`config.mk`:
```
export PLATFORM = sky130hd
export DESIGN_NAME = sport_fsync_gen
export DESIGN_NICKNAME = d
export VERILOG_FILES = /design/src/rtl/sfg_pkg.sv /design/src/rtl/sfg_frame_timer.sv /design/src/rtl/sfg_tx_path.sv /design/src/rtl/sfg_rx_path.sv /design/src/rtl/sport_fsync_gen.sv
export SDC_FILE = /design/constraint.sdc
export NUM_CORES = 1
export LEC_CHECK = 0
export ABC_CLOCK_PERIOD_IN_PS = 8400
export CAP_MARGIN = 20
export CORE_MARGIN = 2
export CORE_UTILIZATION = 42
export DETAILED_ROUTE_END_ITERATION = 7
export PLACE_DENSITY_LB_ADDON = 0.25
export SYNTH_ARGS = -nofsm -noshare
export SYNTH_HDL_FRONTEND = slang
export SYNTH_SLANG_ARGS = --single-unit
```
`constraint.sdc`:
```
create_clock -name clk -period 8.4 [get_ports clk]
set_input_delay 1.68 -clock clk [delete_from_list [all_inputs] [get_ports clk]]
set_output_delay 1.68 -clock clk [all_outputs]
set_load 0.005 [all_outputs]
```
`src/rtl/sfg_pkg.sv`:
```
package sfg_pkg;

  // Serial cycles between the sync cycle and the first data bit.
  function automatic int lead_cycles(logic early);
    return early ? 1 : 0;
  endfunction

  // True when phase ph of a frame carries a data bit.
  function automatic logic in_window(int ph, int wl, logic early);
    int off;
    off = lead_cycles(early);
    return (ph >= off) && (ph < wl + off);
  endfunction

  // True when phase ph of a frame carries the last data bit.
  function automatic logic is_last(int ph, int wl, logic early);
    return ph == (wl - 1 + lead_cycles(early));
  endfunction

endpackage

```
`src/rtl/sfg_frame_timer.sv`:
```
module sfg_frame_timer #(
  parameter int PW  = 9,
  parameter int WLW = 6
) (
  input  logic           clk,
  input  logic           rst_n,
  input  logic           tick,
  input  logic           start_ok,
  input  logic           cfg_early,
  input  logic [WLW-1:0] cfg_word_len,
  input  logic [PW-1:0]  cfg_period,
  output logic           frame_start,
  output logic           win_now,
  output logic           last_now,
  output logic           win_next,
  output logic           fs_out
);
  import sfg_pkg::*;

  logic          run_q, run_d;
  logic [PW-1:0] ph_q, ph_d;
  logic          at_edge;

  always_comb begin
    // At an interval boundary (or when idle) the next serial cycle may open a frame.
    at_edge     = !run_q || (ph_q == cfg_period - PW'(1));
    frame_start = tick && at_edge && start_ok;
    ph_d        = at_edge ? '0 : ph_q + PW'(1);
    run_d       = at_edge ? start_ok : run_q;
    win_now     = run_q && in_window(int'(ph_q), int'(cfg_word_len), cfg_early);
    last_now    = run_q && is_last(int'(ph_q), int'(cfg_word_len), cfg_early);
    win_next    = run_d && in_window(int'(ph_d), int'(cfg_word_len), cfg_early);
  end

  always_ff @(posedge clk or negedge rst_n) begin
    if (!rst_n) begin
      run_q  <= 1'b0;
      ph_q   <= '0;
      fs_out <= 1'b0;
    end else if (tick) begin
      run_q  <= run_d;
      ph_q   <= ph_d;
      fs_out <= frame_start;
    end
  end

endmodule

```
`src/rtl/sfg_tx_path.sv`:
```
module sfg_tx_path #(
  parameter int W   = 32,
  parameter int WLW = 6
) (
  input  logic           clk,
  input  logic           rst_n,
  input  logic           tick,
  input  logic           enable,
  input  logic           frame_start,
  input  logic           win_next,
  input  logic           cfg_early,
  input  logic [WLW-1:0] cfg_word_len,
  input  logic           tx_valid,
  input  logic [W-1:0]   tx_data,
  output logic           tx_ready,
  output logic           tx_full,
  output logic           sd_out,
  output logic           underflow
);

  logic [W-1:0] hold_q;
  logic [W-1:0] sh_q;
  logic [W-1:0] load_word;
  logic [W-1:0] aligned;
  logic         full_q;

  always_comb begin
    load_word = full_q ? hold_q : '0;
    // Left-justify so the word's MSB sits at the shifter's top bit.
    aligned   = load_word << (W - int'(cfg_word_len));
  end

  assign tx_ready = !full_q;
  assign tx_full  = full_q;

  always_ff @(posedge clk or negedge rst_n) begin
    if (!rst_n) begin
      hold_q    <= '0;
      sh_q      <= '0;
      full_q    <= 1'b0;
      sd_out    <= 1'b0;
      underflow <= 1'b0;
    end else begin
      if (tick && enable) begin
        if (frame_start) begin
          full_q <= 1'b0;
          if (!full_q) underflow <= 1'b1;
          if (cfg_early) begin
            sd_out <= 1'b0;
            sh_q   <= aligned;
          end else begin
            sd_out <= aligned[W-1];
            sh_q   <= aligned << 1;
          end
        end else if (win_next) begin
          sd_out <= sh_q[W-1];
          sh_q   <= sh_q << 1;
        end else begin
          sd_out <= 1'b0;
        end
      end
      // Acceptance comes last so a word arriving on a frame-start edge stays buffered.
      if (tx_valid && !full_q) begin
        hold_q <= tx_data;
        full_q <= 1'b1;
      end
    end
  end

endmodule

```
`src/rtl/sfg_rx_path.sv`:
```
module sfg_rx_path #(
  parameter int W   = 32,
  parameter int WLW = 6
) (
  input  logic           clk,
  input  logic           rst_n,
  input  logic           tick,
  input  logic           enable,
  input  logic           win_now,
  input  logic           last_now,
  input  logic [WLW-1:0] cfg_word_len,
  input  logic           sd_in,
  input  logic           rx_ready,
  output logic           rx_valid,
  output logic [W-1:0]   rx_data,
  output logic           rx_full,
  output logic           overflow
);

  logic [W-1:0] sh_q;
  logic [W-1:0] hold_q;
  logic [W-1:0] cap;
  logic [W-1:0] mask;
  logic         full_q;
  logic         done;

  always_comb begin
    cap  = {sh_q[W-2:0], sd_in};
    mask = {W{1'b1}} >> (W - int'(cfg_word_len));
    done = tick && enable && last_now;
  end

  assign rx_valid = full_q;
  assign rx_full  = full_q;
  assign rx_data  = hold_q;

  always_ff @(posedge clk or negedge rst_n) begin
    if (!rst_n) begin
      sh_q     <= '0;
      hold_q   <= '0;
      full_q   <= 1'b0;
      overflow <= 1'b0;
    end else begin
      if (tick && enable && win_now) sh_q <= cap;
      if (done && full_q && !rx_ready) begin
        overflow <= 1'b1;
      end else if (done) begin
        hold_q <= cap & mask;
        full_q <= 1'b1;
      end else if (rx_ready && full_q) begin
        full_q <= 1'b0;
      end
    end
  end

endmodule

```
`src/rtl/sport_fsync_gen.sv`:
```
module sport_fsync_gen #(
  parameter  int MAX_WORD   = 32,
  parameter  int MAX_PERIOD = 256,
  localparam int WLW        = $clog2(MAX_WORD + 1),
  localparam int PW         = $clog2(MAX_PERIOD + 1)
) (
  input  logic                clk,
  input  logic                rst_n,
  input  logic                sclk_en,
  input  logic                cfg_tx,
  input  logic                cfg_free_run,
  input  logic                cfg_early,
  input  logic [WLW-1:0]      cfg_word_len,
  input  logic [PW-1:0]       cfg_period,
  output logic                fs_out,
  output logic                sd_out,
  input  logic                sd_in,
  input  logic                tx_valid,
  output logic                tx_ready,
  input  logic [MAX_WORD-1:0] tx_data,
  output logic                rx_valid,
  input  logic                rx_ready,
  output logic [MAX_WORD-1:0] rx_data,
  output logic                tx_underflow,
  output logic                rx_overflow
);

  logic frame_start, win_now, last_now, win_next;
  logic tx_full, rx_full, start_ok;

  // Gate: free-running always opens; otherwise the active buffer must permit it.
  assign start_ok = cfg_free_run | (cfg_tx ? tx_full : !rx_full);

  sfg_frame_timer #(.PW(PW), .WLW(WLW)) u_timer (
    .clk, .rst_n, .tick(sclk_en), .start_ok, .cfg_early, .cfg_word_len,
    .cfg_period, .frame_start, .win_now, .last_now, .win_next, .fs_out
  );

  sfg_tx_path #(.W(MAX_WORD), .WLW(WLW)) u_tx (
    .clk, .rst_n, .tick(sclk_en), .enable(cfg_tx), .frame_start, .win_next,
    .cfg_early, .cfg_word_len, .tx_valid, .tx_data, .tx_ready, .tx_full,
    .sd_out, .underflow(tx_underflow)
  );

  sfg_rx_path #(.W(MAX_WORD), .WLW(WLW)) u_rx (
    .clk, .rst_n, .tick(sclk_en), .enable(!cfg_tx), .win_now, .last_now,
    .cfg_word_len, .sd_in, .rx_ready, .rx_valid, .rx_data, .rx_full,
    .overflow(rx_overflow)
  );

endmodule

```
Word level (Yosys, flattened, before mapping)
Index checks and enable logic that the tools add are counted.
Widths: inputs -> output; s select.
Operators by class
  reduce and logical (&&, ||, !) cells: 30
  shifts and indexed selects: 2
  magnitude comparators: 4
  add/subtract/negate cells: 6
  equal/unequal tests: 2
  muxes and demuxes: 16
  bitwise logic cells: 4
Operators with widths (count)
  $mux 32: 4
  $ge 10x32->1: 2
  $lt 10x32->1: 2
  $add 32x32->32: 1
  $add 7x32->32: 1
  $and 32x32->32: 1
  $eq 10x32->1: 1
  $shl 32x32->32: 1
  $shr 32x32->32 const A: 1
  $logic_and 1x1->1: 15
  $mux 1: 11
  $add 9x1->9 const B: 1
  $eq 9x9->1: 1
  $mux 9: 1
  $sub 9x1->9 const B: 1
  $reduce_and 2->1: 4
  $reduce_bool 2->1: 4
  $sub 6x1->7 const B: 1
  $sub 6x6->7 const A: 1
  $logic_not 1->1: 5
  $reduce_and 3->1: 1
  $not 1->1: 2
  $logic_or 1x1->1: 1
  $or 1x1->1: 1
Word-level totals
  register bits after elaboration: 143
  output and inout port bits: 38

Depth between registers and ports, before layout
Gate-level depths: netlist of run 1.
  depth in word-level cells: 9
  gate-level depth with buffers: 22
  gate-level depth less buffers: 16

Cells and area by module
Synthesis of run 1 repeated with hierarchy kept, for this count alone.
Unflattened totals
  cell total of the unflattened synthesis: 1045
  area, all modules: 10269.8 um2
By module, submodules not included
  sfg_tx_path: instances 1, sequential area each 1676.6 um2, cells an instance 546, area each 5383.9 um2
  sfg_rx_path: instances 1, sequential area each 1626.6 um2, cells an instance 247, area each 2931.6 um2
  sfg_frame_timer: instances 1, sequential area each 275.3 um2, cells an instance 249, area each 1938.1 um2
  sport_fsync_gen: instances 1, sequential area each 0.0 um2, cells an instance 3, area each 16.3 um2

Worst setup path after synthesis of run 1
Ideal clock, no wire load.
  path kind: in2reg
  from: in cfg_word_len[0]
  to: reg u_rx.hold_q[0], in the netlist u_rx.rx_data[0]
  stages on the path: 22
  path buffers: 8
  data arrival time: 5473 ps
  setup time: 129 ps
  slack: 2798 ps
  data required time: 8271 ps
  cell sequence: buf_2 buf_4 buf_2 inv_1 ha_1 buf_2 inv_1 buf_2 buf_4 buf_2 ha_1 and2_1 nand4_1 ha_1 nand4_1 nor3_1 nand3_1 nor3_1 nand4_2 buf_2 nand2_1 o21ai_0
Between the ends
  longest elaborated chain between the ends: 9
  elaborated cells between the ends (all ways): 12
RTL lines
  start: declaration: line sport_fsync_gen.sv:13  | input logic [WLW-1:0] cfg_word_len,
  $sub 6x1->7: line sfg_pkg.sv:17  | return ph == (wl - 1 + lead_cycles(early));
  $add 32x32->32: line sfg_pkg.sv:17
  $eq 10x32->1: line sfg_pkg.sv:17
  $logic_and 1x1->1: line sfg_frame_timer.sv:31  | last_now = run_q && is_last(int'(ph_q), int'(cfg_word_len), cfg_early);
  $logic_and 1x1->1: line sfg_rx_path.sv:30  | done = tick && enable && last_now;
  $logic_and 1x1->1 (2 in series): line sfg_rx_path.sv:45  | if (done && full_q && !rx_ready) begin
  $not 1->1 (no line)
  $reduce_and 2->1 (no line)
  end signal: assignment: line sfg_rx_path.sv:48  | hold_q <= cap & mask;
  end: declaration: line sfg_rx_path.sv:21  | logic [W-1:0] hold_q;
Several ways; a longest one is shown, not always the timed one.
A chain may end at the register's enable or synchronous reset.

Worst setup path after layout of run 1
  from: in cfg_period[0]
  to: reg u_tx.sh_q[7]
Between the ends
  longest elaborated chain between the ends: 9
  elaborated cells between the ends (all ways): 14
RTL lines
  start: declaration: line sport_fsync_gen.sv:14  | input logic [PW-1:0] cfg_period,
  $sub 9x1->9 (*): line sfg_frame_timer.sv:26  | at_edge = !run_q || (ph_q == cfg_period - PW'(1));
  $eq 9x9->1 (*): line sfg_frame_timer.sv:26
  $logic_or 1x1->1 (*): line sfg_frame_timer.sv:26
  $mux 9 (*): line sfg_frame_timer.sv:28  | ph_d = at_edge ? '0 : ph_q + PW'(1);
  named net u_timer.ph_d[2]: line sfg_frame_timer.sv:21  | logic [PW-1:0] ph_q, ph_d;
  $ge 10x32->1 / $lt 10x32->1 (equally long branches): line sfg_pkg.sv:12  | return (ph >= off) && (ph < wl + off);
  $logic_and 1x1->1 (*): line sfg_pkg.sv:12
  $logic_and 1x1->1 (*): line sfg_frame_timer.sv:32  | win_next = run_d && in_window(int'(ph_d), int'(cfg_word_len), cfg_early);
  $reduce_bool 2->1 (no line) (*)
  $reduce_and 2->1 (no line) (*)
  end signal: assignment: line sfg_tx_path.sv:50  | sh_q <= aligned;
  end signal: assignment: line sfg_tx_path.sv:53  | sh_q <= aligned << 1;
  end signal: assignment: line sfg_tx_path.sv:57  | sh_q <= sh_q << 1;
  end: declaration: line sfg_tx_path.sv:22  | logic [W-1:0] sh_q;
The timed path passes the listed nets; every way through them passes the cells marked *.

==> impl_metrics.yaml, run 1 <==
place:
  dpl_cell_area_um2: 10800
  port_buffers: 93
  place_ws_ns: 1.81
  dp_hpwl_mm: 18.2
  dp.cells: 1299
  gp_congestion: 0.972
timing:
  period_needed_ns: 6.16
  finalMaxSlewViolations: 0
  postLayoutSetupSlackWorst_ns: 2.24
  finalHoldViolations: 0
  slew_headroom_pct: 22.2
  fin_crit_sh_pct: 73.4
  worst_pin_slew_ns: 1.16
  fin_setup_tns_ns: 0
  skew_ns: 0.0108
  rsz0062_at_grt: "false"
  max_clock_freq_ghz: 0.162
  setup_viol: 0
critical_path:
  r2r_start: "u_timer.ph_q[3]"
  slowest_delay_ns: 0.73
  cp.required_ns: 8.72
  path_cells: "clkdlybuf4s50_1 > inv_1 > ha_1 > nor3b_1 > nand3_1 > xnor2_1 > o31a_1 > a311oi_4 > nor2_1 > ha_1 > nor3_1 > a21boi_0 > o22ai_1 > nor3_1 > mux2_2 > o311ai_0 > o21a_1"
  startpoint_type: "input pin"
  critical_path_class: "in2reg"
  crit_arrival_ns: 6.48
  end_kind: "flip-flop"
  crit_start: "cfg_period[0]"
  r2r_cells: 14
  cp_slowest_cell: "a311oi_4"
  critPathMaxFanout: 35
finish:
  nNetsFinal: 1117
  final_cell_mix: "143 x dfrtp_1, 100 x mux2_2, 95 x nand2_1"
  final_util_pct: 50.0
  final_cell_count_no_fill: 1331
  area_growth_pct: 17.1
  layout-drive-gt1-share_pct: 19.0
  final_area_um2: 11300
  insertedDiodeCount: 0
  final_common_cell: "dfrtp_1"
die:
  dieArea_um2: 24300
  initial_core_util_pct: 42.7
  rows: 55
  core_um2: 22600
  io-pin-count: 94
  die_y_um: 156
  die_w_um: 156
drt:
  avgViaCountPerCell: 5.83
  wl_mm: 24.9
  first_iter_violations: 616
  wl_per_cell_um: 18.7
  vias: 7757
  drc_errors: 0
  dr.pass1.iters: 5
  postRouteAntennaNets: 0
job:
  drv_cap: 0
global_routing:
  grt_usage_pct: 21.3
  grt_pass1_vias: 7392
  grt_pass1_wl_mm: 40.8
  grt_antenna_before_repair: 0
  grt_overflow: 0
  grt_start_max_net_pins: 80
clocking:
  cts_root_buffer: "clkbuf_16"
  postCtsHoldBufs: 0
  clk-insertion-delay-late_ns: 0.44
  cts_resized: 0
  cts.clk_slew.worst_paths_ns: 0.07
  post_cts_buffers: 0
  cts_max_level: 4
  cts_tree: "done"
  clock_path_buffers: 2
  cts_inserted_buffers: 17
  clock_sinks: 143
synth:
  synth_area_leader_cell: "dfrtp_1"
  synth_top_area_share_pct: 37.0
  syn_nets: 1065
  synth_ff_type: "dfrtp_1"
  netlist_top_cells_area: "dfrtp_1 37%, mux2_2 12%, mux4_2 5.4%, mux2i_1 4.8%, nand2_1 3.7%"
  avgSynthCellArea_um2: 9.86
  ys_ff_latch: 143
  seq_area_frac_synth_pct: 37.0
  ys_types: 80
  synthCells: 981
  synthArstFlopShare_pct: 100
  netlist_area_um2: 9670
  yosysWarnings: 0
  synth-edff-count: 0
hold_path:
  min-delay-start: "u_tx.underflow"
  holdPathStages: 1
  hold_path.class: "reg2reg"
pwr:
  peakVddDrop_uv: 126
  leakagePower_nw: 4.75
  power_density_nw_per_um2: 196
run_status:
  status: "completed"
## report_power, final
part | total [mW] | internal, mW | switching, mW | leakage [nW]
clock | 0.753 | 0.419 | 0.334 | 0.283
sequential | 0.875 | 0.776 | 0.0992 | 1.87
combinational | 0.591 | 0.283 | 0.308 | 2.59
## through the flow
step,hold slack [ns],power [mW]
2_1_floorplan,0.448,1.30
3_3_place_gp,0.461,1.46
3_5_place_dp,0.460,1.47
4_1_cts,0.475,2.23
5_1_grt,0.478,2.34
6_report,0.471,2.22
## cell usage after synthesis (all sizes together) (4+ instances only)
library cell,count
nor3,19
o21ai,57
nor4,5
nand4,13
xnor2,18
buf,43
nor2,88
mux2,101
nand3b,4
nand2b,8
o22ai,7
a211oi,8
o21a,6
a21oi,43
clkbuf,32
a31oi,6
ha,28
xor2,18
dfrtp,143
nand2,95
inv,17
and2,4
a221oi,14
mux4,23
nor2b,5
o31ai,10
nand3,42
and3,6
o211ai,13
mux2i,46
nor3b,5
a2111oi,7
## logic make-up after synthesis
| logic type | synth area share, % |
|---|---|
| adders and majority gates | 3.72 |
| muxes | 21.9 |
| buffers and inverters | 4.24 |
| DFF | 37.0 |
| AOI/OAI and AO/OA | 14.7 |
| and+or+nand+nor | 14.9 |
| xor gates and xnor gates | 3.57 |
## per-layer routing
layer	vias to the layer above	track usage (%)	routed length, µm
met5	-	0	0
met4	0	6.07	367
met3	36	3.64	1260
met2	224	32.5	11300
met1	3776	31.2	12000
li1	3721	-	-
## worst max-delay path, delay by kind of cell
family	cells	cell delay, ns
compound gates	6	1.82
xor+xnor	1	0.17
buf+inv	2	0.53
mux	1	0.65
simple gates	5	1.19
fa+ha+maj	2	0.42
## flip-flops by register name, indices dropped and copies added (netlist names), 9 cells and up
signal and flops:
u_tx.hold_q 32, u_rx.rx_data 32, u_rx.sh_q 31, u_timer.ph_q 9
u_tx.sh_q 32
## layout make-up
cell class | instances | area, µm²
Timing Repair Buffer | 108 | 1040
Fill cell | 2072 | 11300
Multi-Input combinational cell | 746 | 5710
Clock inverter | 15 | 154
Clock buffer | 17 | 425
Sequential cell | 143 | 3580
Inverter | 17 | 63.8
Tap cell | 285 | 357
## final timing paths
| check | endpoint | slack (ns) |
|---|---|---|
| worst max register to register | u_tx.sh_q[7] | 3.74 |
| worst min register to register | u_tx.underflow | 0.47 |
| worst max-delay path | u_tx.sh_q[7] | 2.24 |
| min in group asynchronous | u_tx.hold_q[6] | 1.25 |
| worst min-delay path | u_tx.underflow | 0.47 |
| max in group asynchronous | u_rx.sh_q[12] | 5.87 |
Power figures use the tool's default switching activity.
==> run 2: changes to the inputs <==
- ABC_CLOCK_PERIOD_IN_PS: 8400 -> 5400
- clock period: 8.4 -> 5.4 ns (I/O delays scaled with it)
==> run 2 against run 1 <==
Net effect:
- clock skew is 0.0013 ns lower
- largest cell class unchanged
- largest power group unchanged
- clock power rose by 59%
- cell area grew 1.6%
- highest routed layer unchanged
- core utilization up 0.82 points
- register-to-register slack got worse by 2.4 ns
- flip-flop and latch count unchanged
- critical endpoint is now u_tx.sh_q[14]
- worst setup slack got worse by 1.7 ns
- via count up 3.2%
- sequential share of layout area fell by 0.51 points
- critical path type unchanged
- sequential power up 55%
- combinational power rose by 58%
==> impl_metrics.yaml, run 2 (synthesis results as in run 1) <==
timing:
  worst_pin_slew_ns: 0.933
  skew_ns: 0.00951
  fin_crit_sh_pct: 90.9
  fin_setup_tns_ns: 0
  postLayoutSetupSlackWorst_ns: 0.493
  setup_viol: 0
  finalHoldViolations: 0
  rsz0062_at_grt: "false"
  max_clock_freq_ghz: 0.204
  finalMaxSlewViolations: 0
  slew_headroom_pct: 37.5
  period_needed_ns: 4.91
critical_path:
  startpoint_type: "input pin"
  r2r_cells: 15
  critPathMaxFanout: 17
  path_cells: "clkdlybuf4s50_1 > inv_1 > ha_1 > nor3b_1 > nand3_1 > xnor2_1 > o31a_1 > a311oi_4 > nor2_1 > ha_1 > nor3_1 > a21boi_0 > o22ai_1 > nor3_1 > mux2_2 > buf_4 > nor2_1 > a21oi_1"
  slowest_delay_ns: 0.42
  critical_path_depth: 18
  cp.required_ns: 5.75
  cp_slowest_cell: "clkdlybuf4s50_1"
  critical_path.top_delay_family: "compound AO/OA/AOI/OAI gates"
  crit_arrival_ns: 5.26
  end_kind: "flip-flop"
  path_buf_inv: 3
  critical_path_class: "in2reg"
pwr:
  comb_power_share_pct: 26.7
  seqPwrFrac_pct: 39.0
  peakVddDrop_uv: 222
  pwr-share-clk_pct: 34.3
  leakagePower_nw: 4.87
  power_density_nw_per_um2: 303
  sw_frac_of_total_pct: 33.5
  internal_power_mw: 2.32
  switching_power_mw: 1.17
hold_path:
  holdPathStages: 1
  hold_path.class: "reg2reg"
global_routing:
  grt_pass1_vias: 7719
  grt_pass1_wl_mm: 41.8
  grt_overflow: 0
  grt_antenna_before_repair: 0
  grt_start_max_net_pins: 97
  grt_usage_pct: 21.8
drt:
  drc_errors: 0
  dr.pass1.iters: 5
  avgViaCountPerCell: 5.91
  postRouteAntennaNets: 0
  wl_per_cell_um: 18.8
  wl_mm: 25.5
  first_iter_violations: 637
  vias: 8002
clocking:
  post_cts_buffers: 0
  cts_inserted_buffers: 17
  cts_root_buffer: "clkbuf_16"
  cts_tree: "done"
  clock_sinks: 143
  cts_resized: 0
  cts.clk_slew.worst_paths_ns: 0.07
  postCtsHoldBufs: 0
  clock_path_buffers: 2
  clk-insertion-delay-late_ns: 0.43
  cts_max_level: 4
finish:
  area_growth_pct: 19.0
  final_cell_mix: "143 x dfrtp_1, 100 x mux2_2, 95 x nand2_1"
  insertedDiodeCount: 0
  final_common_cell: "dfrtp_1"
  fillCellCount: 2039
  layout-drive-gt1-share_pct: 20.8
  nNetsFinal: 1140
die:
  dieArea_um2: 24300
  initial_core_util_pct: 42.7
  die_w_um: 156
  io-pin-count: 94
  core_um2: 22600
  die_y_um: 156
  rows: 55
place:
  gp_congestion: 0.962
  port_buffers: 93
  place_ws_ns: 0.100
  dp_hpwl_mm: 18.6
run_status:
  status: "completed"
job:
  drv_cap: 0
-- run 2: cell types whose count changed in the layout (fill, tap and decap cells not counted), sizes merged --
cell      delta
buf         +23
clkinvlp     -1
clkbuf       +1
-- run 2: routing by layer --
metal  part of all wire [%]  GRT usage, %
met1                     47          31.0
met2                     45          33.5
met3                    4.8          4.03
met4                    2.6          7.86
met5                      0             0
-- run 2: cell type report --
| type | count | area [µm²] | area share [%] |
|---|---|---|---|
| inverter | 17 | 63.8 | 0.554 |
| timing repair buffer | 131 | 1220 | 10.6 |
| tap | 285 | 357 | 3.10 |
| clock inverter | 14 | 150 | 1.30 |
| multi-input combinational | 746 | 5710 | 49.6 |
| clock buffer | 18 | 439 | 3.81 |
| sequential | 143 | 3580 | 31.1 |
-- run 2: final timing paths --
kind | startpoint | end | slack [ns]
max in group asynchronous | rst_n | u_tx.sh_q[24] | 3.45
worst max-delay path | cfg_period[0] | u_tx.sh_q[14] | 0.49
worst min register to register | u_tx.underflow | u_tx.underflow | 0.47
min in group asynchronous | rst_n | u_tx.hold_q[11] | 0.72
worst max register to register | u_timer.ph_q[3] | u_tx.sh_q[14] | 1.36
worst min-delay path | u_tx.underflow | u_tx.underflow | 0.47
-- run 2: per-stage QoR --
step / hold slack (ns) / total power [mW] / instance area [µm²] / instances / util, %
finish: 0.466 / 3.49 / 11500 / 1354 / 50.9
global route: 0.477 / 3.68 / 11500 / 1354 / 50.9
CTS: 0.476 / 3.50 / 11500 / 1354 / 50.9
detailed placement: 0.457 / 2.30 / 10900 / 1322 / 48.3
global placement: 0.458 / 2.28 / 10900 / 1321 / 48.2
floorplan: 0.448 / 2.02 / 9670 / 981 / -
-- run 2: power groups by stage --
| stage | Sequential [mW] | Clock [mW] | Combinational [mW] |
|---|---|---|---|
| after floorplan | 1.29 | 0 | 0.729 |
| final | 1.36 | 1.20 | 0.934 |
| after global routing | 1.39 | 1.25 | 1.04 |
| after CTS | 1.36 | 1.21 | 0.929 |
| after global placement | 1.37 | 0 | 0.907 |
| after detailed placement | 1.38 | 0 | 0.922 |
==> run 3: changes to the inputs <==
- GPL_TIMING_DRIVEN: default -> 0
- SLEW_MARGIN: default -> 10
==> run 3 against run 2 <==
Net effect:
- cell count up 2.9%
- power up 4.4%
- largest power group unchanged
- maximum frequency is 4.8% lower
==> impl_metrics.yaml, run 3 (synthesis results as in run 1) <==
clocking:
  cts_inserted_buffers: 17
  cts.clk_slew.worst_paths_ns: 0.07
  clock_sinks: 143
  cts_tree: "done"
  clk-insertion-delay-late_ns: 0.44
  postCtsHoldBufs: 0
  clock_path_buffers: 2
  cts_root_buffer: "clkbuf_16"
  cts_max_level: 4
critical_path:
  rr_endpoint: "u_tx.sh_q[30]"
  r2r_start: "u_timer.ph_q[5]"
  r2r_cells: 16
  critPathMaxFanout: 19
  rrSetupSlack_ns: 1.13
  end_kind: "flip-flop"
  crit_start: "cfg_word_len[0]"
  critical_path_class: "in2reg"
  crit_arrival_ns: 5.47
  startpoint_type: "input pin"
  cp.required_ns: 5.71
global_routing:
  grt_start_max_net_pins: 94
  grt_overflow: 0
  grt_usage_pct: 23.5
  grt_pass1_vias: 8162
  grt_pass1_wl_mm: 44.9
  grt_antenna_before_repair: 0
die:
  die_w_um: 156
  die_y_um: 156
  initial_core_util_pct: 42.7
  io-pin-count: 94
  dieArea_um2: 24300
  core_um2: 22600
  rows: 55
drt:
  avgViaCountPerCell: 5.92
  first_iter_violations: 565
  drc_errors: 0
  wl_per_cell_um: 20.2
  postRouteAntennaNets: 0
  dr.pass1.iters: 5
  wl_mm: 28.1
  vias: 8252
timing:
  finalMaxSlewViolations: 0
  setup_viol: 0
  worst_pin_slew_ns: 1.07
  rsz0062_at_grt: "true"
  slew_headroom_pct: 28.2
  finalHoldViolations: 0
  fin_crit_sh_pct: 95.5
  whs_ns: 0.474
  max_clock_freq_ghz: 0.194
  postLayoutSetupSlackWorst_ns: 0.243
  skew_ns: 0.00969
  period_needed_ns: 5.16
place:
  dp.cells: 1358
  gp_congestion: 0.933
  place_ws_ns: -1.30
  port_buffers: 91
  dp_hpwl_mm: 21.0
job:
  drv_cap: 0
finish:
  multi_input_area_um2: 5750
  final_common_cell: "dfrtp_1"
  layout-drive-gt1-share_pct: 20.5
  final_util_pct: 52.0
  final_cell_count_no_fill: 1393
  insertedDiodeCount: 0
  nNetsFinal: 1179
  area_growth_pct: 21.6
  fillCellCount: 2087
  final_cell_mix: "143 x dfrtp_1, 100 x mux2_2, 95 x nand2_1"
  seq_area_um2: 3580
hold_path:
  hold_path.class: "reg2reg"
  holdPathEnd: "u_tx.underflow"
  holdPathStages: 1
  min-delay-start: "u_tx.underflow"
pwr:
  leakagePower_nw: 4.96
  peakVddDrop_uv: 187
  power.total_mw: 3.65
  power_density_nw_per_um2: 310
run_status:
  status: "completed"
==> run 3: cell count changes in the layout (fill, tap and decap cells not counted), moves of 3 or more <==
| cell | before | now |
|---|---|---|
| buf_1 | 0 | 5 |
| inv_6 | 5 | 0 |
| buf_4 | 37 | 12 |
| clkinv_8 | 1 | 5 |
| clkbuf_1 | 0 | 31 |
| buf_2 | 1 | 21 |
| inv_8 | 3 | 6 |
==> run 3: final cells by class <==
class / instances / share of cell area, %
Buffer: 73 / 3.34
Clock buffer: 17 / 3.62
Clock inverter: 15 / 1.90
Inverter: 17 / 0.542
Multi-Input combinational cell: 747 / 48.9
Sequential cell: 143 / 30.4
Tap cell: 285 / 3.03
Timing Repair Buffer: 96 / 8.28
==> run 3: metal layers <==
layer,GRT usage (%),wire length (µm),part of all wire (%),vias to the layer above
met3,4.08,1540,5.5,57
met1,32.9,12800,46,4063
met5,0,0,0,-
met4,8.26,714,2.5,0
li1,-,-,-,3856
met2,36.9,13100,46,276
==> run 3: metrics by stage <==
| step | TNS (ns) | instance area (µm²) |
|---|---|---|
| after CTS | 0 | 11600 |
| after global routing | -0.418 | 11800 |
| after detailed placement | -58.36 | 11000 |
| final | 0 | 11800 |
| after global placement | -433.66 | 10900 |
| after floorplan | 0 | 9670 |
==> run 3: worst max-delay path, stage by stage <==
cell             delay, ns
clkdlybuf4s50_1       0.55
clkbuf_4              0.26
buf_8                 0.22
inv_1                 0.09
ha_1                  0.29
buf_2                 0.20
inv_1                 0.13
buf_6                 0.20
buf_12                0.20
ha_1                  0.19
and2_1                0.22
nand3_1               0.10
ha_1                  0.34
xor2_1                0.15
nand4_1               0.20
nor3_4                0.23
buf_4                 0.15
nand4_4               0.21
buf_4                 0.29
nand2_1               0.07
o21ai_0               0.07
==> run 3: worst max-delay path by stage <==
stage | endpoint
after floorplan | u_rx.rx_data[0]
after global placement | u_rx.rx_data[11]
after detailed placement | u_rx.rx_data[1]
after CTS | u_rx.rx_data[1]
after global routing | u_rx.rx_data[21]
final | u_rx.rx_data[5]
==> run 3: repair_timing <==
item,CTS,global route
gates resized for setup,6,26
hold endpoints to repair,0,0
setup buffers,1,3
setup endpoints to repair,65,46
cloned,0,1
pin swaps,1,3
==> run 3: where the power goes <==
part / total [mW] / switching, mW / internal (mW)
sequential: 1.31 / 0.105 / 1.21
clock: 1.29 / 0.575 / 0.718
combinational: 1.04 / 0.580 / 0.462
total: 3.65 / 1.26 / 2.39
